--- src/rtl/sync_count_chain.sv ---
module sync_count_stage (
  input  logic       clk,
  input  logic       clr_n,
  input  logic       load_n,
  input  logic       en_par,
  input  logic       en_trk,
  input  logic [3:0] din,
  output logic [3:0] q,
  output logic       tc
);
  always_ff @(posedge clk or negedge clr_n)
    if (!clr_n)               q <= 4'd0;
    else if (!load_n)         q <= din;
    else if (en_par && en_trk) q <= q + 4'd1;

  assign tc = en_trk && (q == 4'hF);
endmodule

module sync_count_chain #(
  parameter int STAGES = 3,
  localparam int NB = 4 * STAGES
) (
  input  logic          clk,
  input  logic          clr_n,
  input  logic          load_n,
  input  logic          en_par,
  input  logic          en_trk,
  input  logic [NB-1:0] din,
  output logic [NB-1:0] q,
  output logic          tc
);
  logic [STAGES:0] carry;

  assign carry[0] = en_trk;
  assign tc       = carry[STAGES];

  for (genvar i = 0; i < STAGES; i++) begin : g_stage
    sync_count_stage u_stage (
      .clk    (clk),
      .clr_n  (clr_n),
      .load_n (load_n),
      .en_par (en_par),
      .en_trk (carry[i]),
      .din    (din[4*i +: 4]),
      .q      (q[4*i +: 4]),
      .tc     (carry[i+1])
    );
  end
endmodule

--- config.mk ---
export PLATFORM = sky130hd
export DESIGN_NAME = sync_count_chain
export DESIGN_NICKNAME = d
export VERILOG_FILES = /design/src/rtl/sync_count_chain.sv
export SDC_FILE = /design/constraint.sdc
export NUM_CORES = 1
export LEC_CHECK = 0
export BUFFER_PORTS_ARGS = -buffer_cell sky130_fd_sc_hd__buf_4
export CAP_MARGIN = 20
export CORE_ASPECT_RATIO = 1.25
export CORE_MARGIN = 1.5
export CORE_UTILIZATION = 41
export DETAILED_ROUTE_END_ITERATION = 6
export PLACE_DENSITY = 0.74
export RECOVER_POWER = 100
export SLEW_MARGIN = 5
export SYNTH_ARGS = -nofsm -noshare
export SYNTH_HDL_FRONTEND = slang
export SYNTH_SLANG_ARGS = --single-unit
--- constraint.sdc ---
create_clock -name clk -period 1.6 [get_ports clk]
set_clock_uncertainty 0.15 [all_clocks]
set_input_delay 0.4 -clock clk [delete_from_list [all_inputs] [get_ports clk]]
set_output_delay 0.4 -clock clk [all_outputs]
set_load 0.005 [all_outputs]
# After elaboration in Yosys (flattened, before gate mapping)
# Index checks and enable logic that the tools add are counted.
word_totals:
  register_bits: 12
  latch_bits: 0
  ramBits: 0
  mem_bits_ro: 0
  in_bits: 17
  out_inout_bits: 13
  elab_cells: 24
  n_memories: 0
op_classes:
  add_sub_neg: 3
  n_mul: 0
  div: 0
  n_lt_le_gt_ge: 0
  n_eq_ne: 6
  shift: 0
  muxes: 6
  bitwise_logic: 0
  reduce_logical: 6
op_table:
  columns: ["cell", "n"]
  rows:
  - ["2-to-1 mux 4 bit", 6]
  - ["adder 4 x 1 -> 4 bit (second input constant)", 3]
  - ["equality test 4 bit (second input constant)", 3]
  - ["logical AND 1 bit", 6]
  - ["!= test 2 x 1 -> 1 bit (second input constant)", 3]

# Depth between registers and ports, before layout
# Gate-level depths: netlist of run 1.
logic_depth:
  ltp_word: 6
  depth_mapped: 5
  depth_no_buf: 4

# Cells and area by module
# From an unflattened synthesis of run 1, not the netlist that was laid out.
hier_totals:
  cells_unflattened: 69
  hier_area_um2: 653.1
modules_own_cells:
  columns: ["mod", "n_inst", "cells_per_inst", "area_each_um2", "seq_area_each_um2"]
  rows:
  - ["sync_count_stage", 3, 23, 217.7, 100.1]

# Least setup slack after synthesis of run 1
# No wires, ideal clock.
synth_path:
  path_type: "register -> register"
  startpoint: "reg g_stage[0].u_stage.q[0]"
  endpoint: "reg g_stage[2].u_stage.q[2]"
  setup_ns: 0.082
  t_arrival_ns: 1.440
  slack_ns: -0.072
  stages_incl_launch_ff: 6
  n_path_buf: 1
  synth_period_minus_slack_ns: 1.672
  path_cell_list: "dfrtp_1 ha_1 nand4_1 buf_2 or4_1 a31oi_1"
synth_between:
  elab_chain_len: 5
synth_rtl:
  columns: ["element", "line_no", "rtl"]
  rows:
  - ["start: declaration", "8", "output logic [3:0] q,"]
  - ["start signal: assignment", "13", "else if (!load_n) q <= din;"]
  - ["start signal: assignment", "14", "else if (en_par && en_trk) q <= q + 4'd1;"]
  - ["equality test 4 bit", "16", "assign tc = en_trk && (q == 4'hF);"]
  - ["logical AND 1 bit (2 in a row)", "16", null]
  - ["logical AND 1 bit", "14", null]
  - ["!= test 2 x 1 -> 1 bit (no source line)", null, null]
  - ["end signal: assignment", "13", null]
  - ["end signal: assignment", "14", null]
  - ["end: declaration", "8", null]
# Every way passes these cells.
# A chain may end at the register's enable or synchronous reset.

# Final worst setup path of run 1
layout_path:
  startpoint: "reg g_stage[0].u_stage.q[1]"
  endpoint: "out tc"
layout_between:
  elab_chain_len: 4
layout_rtl:
  columns: ["element", "line_no", "rtl"]
  rows:
  - ["equality test 4 bit", "16", null]
  - ["logical AND 1 bit (3 in a row)", "16", null]
  - ["end: declaration", "30", "output logic tc"]
# Every way passes these cells.

==> flow_summary_export.csv, run 1 <==
group,metric,value,unit
critical_path,critPathArrivalTime,1.24,ns
sta,tightest_slew,0.6524,ns
sta,post-route-period-util,111.9,%
cts,clk_latency,0.28,ns
cts,cts_tree,"built",
outcome,status,"finished with violations",
floorplan,ioPinCount,30,
critical_path,criticalPathCategory,"reg -> out",
power,total_power,0.8646,mW
floorplan,dieHeight,48.93,um
cts,cts-root-buf,"clkbuf_4",
min_path,hold_path_depth,2,
detailed_routing,routed_wl,2079,um
cts,clk_pin_slew_worst_paths,0.08,ns
sta,final-max-slew-violation-count,0,
flow_run,max-cap-violations,0,
layout,regMostFlops,"g_stage.u_stage.q",
sta,fmax,558.4,MHz
critical_path,required,1.05,ns
layout,n_antenna_cell,0,
power,powerDensity,747.9,nW/um2
synthesis,yosys.area.top_type,"dfrtp_1",
detailed_routing,wl_per_cell,14.64,um
floorplan,fp-row-count,16,
synthesis,synth.avg_cell_area,9.104,um2
global_routing,grt_pass1_vias,774,
critical_path,rrSetupSlack,-0.11,ns
power,p_comb_share,35.4,%
synthesis,synth_top_area_share,43.40,%
sta,final.setup.worst_slack,-0.1909,ns
synthesis,yosysWarnings,0,
detailed_routing,ant_nets,0,
cts,clk_path_buf_depth,2,
cts,htree_levels,1,
min_path,min_from,"din[0]",
global_routing,grt-ovfl-total,0,
placement,numPortBuffers,29,
global_routing,grt_pass1_wl,3332,um
sta,grt_setup_unrepaired,"true",
synthesis,synth-seq-area-share,43.40,%
synthesis,syn_area,691.9,um2
global_routing,grt_max_degree,25,
power,p_leak,0.5017,nW
power,clock_power_share,22.6,%
critical_path,startpoint,"g_stage[0].u_stage.q[1]",
min_path,min_path_type,"in -> reg",
floorplan,dieArea,1945,um2
global_routing,antenna_found_initial,0,
synthesis,synthCells,76,
layout,seqCellArea,300.3,um2
layout,fillers,126,
layout,drive_above_1_share,47.58,%
critical_path,startpoint_type,"register",
sta,slew_headroom,56.51,%
detailed_routing,detail_route.vias_per_cell,5.556,
synthesis,synthTopCellsByArea,"dfrtp_1, a31oi_1, nor2_1",
placement,dp_cells,132,
detailed_routing,drt_iter0_markers,6,
cts,cts_sinks,12,
sta,hold_violations,0,
detailed_routing,drtPass1Iterations,4,
floorplan,coreArea,1582,um2
layout,mostFrequentLayoutCells,"buf_4, dfrtp_1, nor2_1",
layout,instances_no_fill,142,
min_path,hold_path_end,"g_stage[0].u_stage.q[0]",
floorplan,fp.dieW,39.75,um
detailed_routing,vias,789,
power,internal-power,0.5975,mW
placement,pre_cts_slack,-0.06613,ns
synthesis,ys_ff_latch,12,
critical_path,end_kind,"output port",
detailed_routing,drc_errors,0,
layout,multi_input_area,420.4,um2
sta,period_needed,1.791,ns
synthesis,synth_nets,96,
critical_path,rr_startpoint,"g_stage[0].u_stage.q[1]",
sta,setup_viol,7,
layout,area_growth,67.09,%
layout,mostFrequentLayoutCell,"buf_4",
power,seq_power_share,42.0,%
power,swShare,30.89,%
placement,place.gp.congestion,0.7381,
layout,largest_reg_flops,12,
cts,cts_buffers,3,
layout,top_regs,"g_stage.u_stage.q (12)",
placement,hpwl,1385,um
synthesis,synth.distinct_cells,25,
outcome,violations,"negative setup slack",
layout,fin_nets,146,
critical_path,r2r_end,"g_stage[2].u_stage.q[1]",
power,peakVddDrop,493.2,uV
global_routing,gr-usage-all-layers,25.22,%
critical_path,path_max_fanout,2,
power,switching_power,0.2671,mW
critical_path,rr_worst_depth,6,
floorplan,start_util,43.75,%
-- power by group through the flow --
stage | sequential, mW | clock, mW | combinational [mW]
floorplan | 0.376 | 0 | 0.0926
global placement | 0.363 | 0 | 0.258
detailed placement | 0.365 | 0 | 0.266
CTS | 0.361 | 0.204 | 0.309
global route | 0.368 | 0.221 | 0.337
finish | 0.363 | 0.195 | 0.306
-- worst max-delay path by stage --
stage,end,cells after the start
2_1_floorplan,g_stage[2].u_stage.q[2],5
3_3_place_gp,g_stage[2].u_stage.q[1],5
3_5_place_dp,g_stage[2].u_stage.q[1],5
4_1_cts,tc,4
5_1_grt,tc,4
6_report,tc,4
-- what timing repair did --
action	4_1_cts	5_1_grt
buffers inserted	8	1
hold endpoints to repair	12	0
endpoints found under the setup margin	5	11
hold buffers	1	0
gates cloned	0	0
resized for setup	8	9
pin swaps	9	5
-- per-layer routing --
metal	vias up	global-route usage, %	part of all wire, %
li1	386	-	-
met1	375	29.20	39
met2	22	40.98	54
met3	6	5.023	4.0
met4	0	13.79	2.5
met5	-	0	0
-- metrics by stage --
| stage | setup TNS [ns] | hold slack (ns) | area, um2 | utilization [%] |
|---|---|---|---|---|
| 3_5_place_dp | -0.1894 | 0.1009 | 1021 | 64.56 |
| 3_3_place_gp | -0.03486 | 0.09739 | 1021 | 64.56 |
| 6_report | -0.6379 | 0.1960 | 1156 | 73.10 |
| 2_1_floorplan | -0.07236 | -0.04559 | 703.2 | - |
| 5_1_grt | -1.325 | 0.1834 | 1156 | 73.10 |
| 4_1_cts | -0.6741 | 0.1903 | 1147 | 72.55 |
-- final cells by class --
type	count	share of cell area, %
Clock buffer	3	1.948
Inverter	2	0.7576
Multi-Input combinational cell	59	36.36
Sequential cell	12	25.97
Tap cell	18	1.948
Timing Repair Buffer	48	33.01
-- cells by family (layout without fill, tap and decap cells) --
kind of cell,after synthesis,count (layout),synth area share (%)
AO/OA/AOI/OAI,20,20,18.08
XOR/XNOR,2,2,2.532
adder cells (fa/ha/maj),3,3,5.426
buffers and inverters,5,53,3.073
flip-flops,12,12,43.40
multiplexers,2,2,3.074
AND/OR/NAND/NOR,32,32,24.41
-- synthesized netlist by cell type, drive strengths merged --
master     n
o31ai      2
or4        2
a31oi      8
nand3      5
nand4      4
ha         3
inv        1
nor2      11
nor2b      1
a21oi      2
nand2      2
o21ai      6
o211a      1
dfrtp     12
a311o      1
clkbuf     2
or3        6
nor3       1
buf        1
xor2       1
mux2       1
xnor2      1
mux2i      1
clkinvlp   1
-- worst max-delay path: stages (launching register included) --
cell and delay [ns]:
dfrtp_1 0.37, ha_2 0.19, nand4_1 0.11, nor3_1 0.15, buf_4 0.14
Power figures use the tool's default switching activity.
==> run 2, diff against run 1 <==
--- a/config.mk
+++ b/config.mk
@@ -5,11 +5,12 @@
 export SDC_FILE = /design/constraint.sdc
 export NUM_CORES = 1
 export LEC_CHECK = 0
+export ABC_AREA = 1
 export BUFFER_PORTS_ARGS = -buffer_cell sky130_fd_sc_hd__buf_4
 export CAP_MARGIN = 20
 export CORE_ASPECT_RATIO = 1.25
 export CORE_MARGIN = 1.5
-export CORE_UTILIZATION = 41
+export CORE_UTILIZATION = 42
 export DETAILED_ROUTE_END_ITERATION = 6
 export PLACE_DENSITY = 0.74
 export RECOVER_POWER = 100
==> flow_summary_export.csv, run 2 <==
group,metric,value,unit
outcome,status,"finished with violations",
outcome,violations,"negative setup slack",
layout,fillers,152,
synthesis,async_flop_share,100.0,%
detailed_routing,ant_nets,0,
synthesis,yosysWarnings,0,
global_routing,met1_usage,20.80,%
layout,area_growth,48.55,%
cts,clk_latency,0.27,ns
critical_path,crit_buf_inv,1,
critical_path,critPathArrivalTime,1.27,ns
min_path,min_path_type,"in -> reg",
global_routing,grt_max_degree,15,
synthesis,synth-edff-count,0,
layout,top_regs,"g_stage.u_stage.q (12)",
layout,finalCoreUtilization,66.28,%
layout,regMostFlops,"g_stage.u_stage.q",
sta,fmax,548.6,MHz
critical_path,criticalPathCategory,"reg -> out",
critical_path,cp_slowest_cell,"dfrtp_1",
power,powerDensity,842.9,nW/um2
cts,cts_tree,"built",
cts,clk_pin_slew_worst_paths,0.08,ns
placement,numPortBuffers,29,
cts,cts-root-buf,"clkbuf_4",
detailed_routing,drc_errors,0,
sta,tightest_slew,0.6980,ns
global_routing,grt-ovfl-total,0,
synthesis,synth_nets,128,
synthesis,synthCells,108,
synthesis,synth.distinct_cells,22,
placement,place.gp.congestion,0.8593,
detailed_routing,drtPass1Iterations,5,
floorplan,ioPinCount,30,
placement,hpwl,1518,um
critical_path,end_kind,"output port",
synthesis,ys_ff_latch,12,
floorplan,fp-row-count,17,
critical_path,crit_cells,5,
synthesis,synth.most_common_cell,"nand2_1",
global_routing,grt-busiest-layer,"met2",
floorplan,dieHeight,51.13,um
synthesis,synth.avg_cell_area,7.206,um2
layout,drive_above_1_share,37.66,%
sta,setup_viol,2,
detailed_routing,detail_route.vias_per_cell,4.983,
placement,dp_cells,164,
layout,largest_reg_flops,12,
sta,final-max-slew-violation-count,0,
floorplan,start_util,44.62,%
min_path,min_from,"din[7]",
critical_path,rr_worst_depth,8,
layout,mostFrequentLayoutCell,"nand2_1",
cts,htree_levels,1,
synthesis,synthTopCellsByArea,"dfrtp_1, nand2_1, nand3_1",
layout,instances_no_fill,173,
synthesis,yosys.area.top_type,"dfrtp_1",
layout,n_antenna_cell,0,
synthesis,synth_common_cells,"nand2_1, nand3_1, dfrtp_1",
critical_path,r2r_end,"g_stage[1].u_stage.q[2]",
layout,mostFrequentLayoutCells,"nand2_1, buf_4, nand3_1",
floorplan,fp.dieW,41.50,um
floorplan,dieArea,2122,um2
global_routing,grtUsageMet2,34.64,%
power,p_leak,0.6152,nW
synthesis,synth_ff_type,"dfrtp_1",
min_path,hold_path_end,"g_stage[1].u_stage.q[3]",
detailed_routing,drt_iter0_markers,23,
floorplan,coreArea,1744,um2
critical_path,rrSetupSlack,0.10,ns
sta,period_needed,1.823,ns
detailed_routing,vias,862,
global_routing,grt_use_met3,4.240,%
cts,cts_sinks,12,
power,total_power,0.9745,mW
synthesis,synth_top_area_share,38.59,%
critical_path,critical_path.max_stage_delay,0.38,ns
detailed_routing,wl_per_cell,11.84,um
synthesis,synth-seq-area-share,38.59,%
layout,stdcell_area,1156,um2
global_routing,gr-usage-all-layers,20.00,%
flow_run,max-cap-violations,0,
critical_path,required,1.05,ns
critical_path,worstPathCellList,"ha_2, nand2_2, nor2_4, and3_4, buf_6",
global_routing,antenna_found_initial,0,
sta,post-route-period-util,113.9,%
sta,grt_setup_unrepaired,"true",
detailed_routing,routed_wl,2048,um
layout,fin_nets,175,
min_path,hold_path_depth,3,
critical_path,path_max_fanout,2,
critical_path,rr_startpoint,"g_stage[0].u_stage.q[0]",
sta,slew_headroom,53.46,%
global_routing,grt_pass1_vias,801,
synthesis,syn_area,778.2,um2
global_routing,grt_pass1_wl,3201,um
power,peakVddDrop,476.5,uV
sta,final.setup.worst_slack,-0.2227,ns
critical_path,path_delay_family,"flip-flops",
critical_path,startpoint_type,"register",
cts,clk_path_buf_depth,2,
sta,hold_violations,0,
cts,cts_buffers,3,
placement,placed_cell_area,1081,um2
run 2: cell types whose count changed in the layout (fill, tap and decap cells not counted), sizes merged, moves of 6 or more:
cell,delta
a31oi,-8
clkbuf,+7
buf,-9
or3,-6
nand2,+43
nand3,+11
run 2: layout make-up:
type	instances	area [um2]	share of cell area, %
timing repair buffer	45	322.8	27.92
multi-input combinational	89	457.9	39.61
clock buffer	4	36.28	3.139
sequential	12	300.3	25.97
tap	19	23.77	2.056
inverter	4	15.01	1.299
run 2: how the worst max path moves through the flow:
stage,from,end,slack [ns]
floorplan,g_stage[0].u_stage.q[0],tc,0.11
global placement,g_stage[0].u_stage.q[0],tc,0.05
detailed placement,g_stage[0].u_stage.q[0],tc,0.003
CTS,g_stage[1].u_stage.q[0],tc,-0.23
global route,g_stage[0].u_stage.q[1],tc,-0.29
finish,g_stage[0].u_stage.q[1],tc,-0.22
run 2: power breakdown:
| group | switching [mW] | internal (mW) | total [mW] |
|---|---|---|---|
| clock | 0.104 | 0.138 | 0.243 |
| sequential | 0.0351 | 0.346 | 0.381 |
| combinational | 0.164 | 0.186 | 0.351 |
| total | 0.304 | 0.671 | 0.975 |
run 2: logic make-up (layout without fill, tap and decap cells):
| family | after synthesis | after routing | synth area share [%] |
|---|---|---|---|
| AOI/OAI and AO/OA | 6 | 6 | 4.180 |
| adders and majority gates | 3 | 3 | 4.824 |
| and+or+nand+nor | 77 | 77 | 44.37 |
| DFF | 12 | 12 | 38.59 |
| xor gates and xnor gates | 3 | 3 | 3.377 |
| buffers and inverters | 7 | 53 | 4.662 |
run 2: stage by stage:
step | hold slack, ns | TNS (ns) | setup WS [ns]
2_1_floorplan | -0.04559 | 0 | 0.1060
3_3_place_gp | 0.09689 | 0 | 0.05285
3_5_place_dp | 0.1011 | 0 | 0.002627
4_1_cts | 0.1832 | -0.2283 | -0.2283
5_1_grt | 0.1733 | -0.4028 | -0.2859
6_report | 0.1948 | -0.2414 | -0.2227
run 2: repair_timing:
item                                    in CTS  in global routing
buffers inserted                             4                  2
resized for setup                            9                  0
hold endpoints to repair                    12                  0
pin swaps                                    6                  3
hold buffers                                 1                  0
endpoints found under the setup margin       1                  2
run 2: worst min-delay path: cells and delay by family:
kind	cells	cell delay, ns
simple gates	2	0.11
buf+inv	1	0.07
run 2: per-layer routing:
layer  up-vias  share of wire, %  wire length (um)
met4         0               1.7                34
li1        441                 -                 -
met1       386                40               817
met3         4               5.2               106
met2        31                53              1091
met5         -                 0                 0
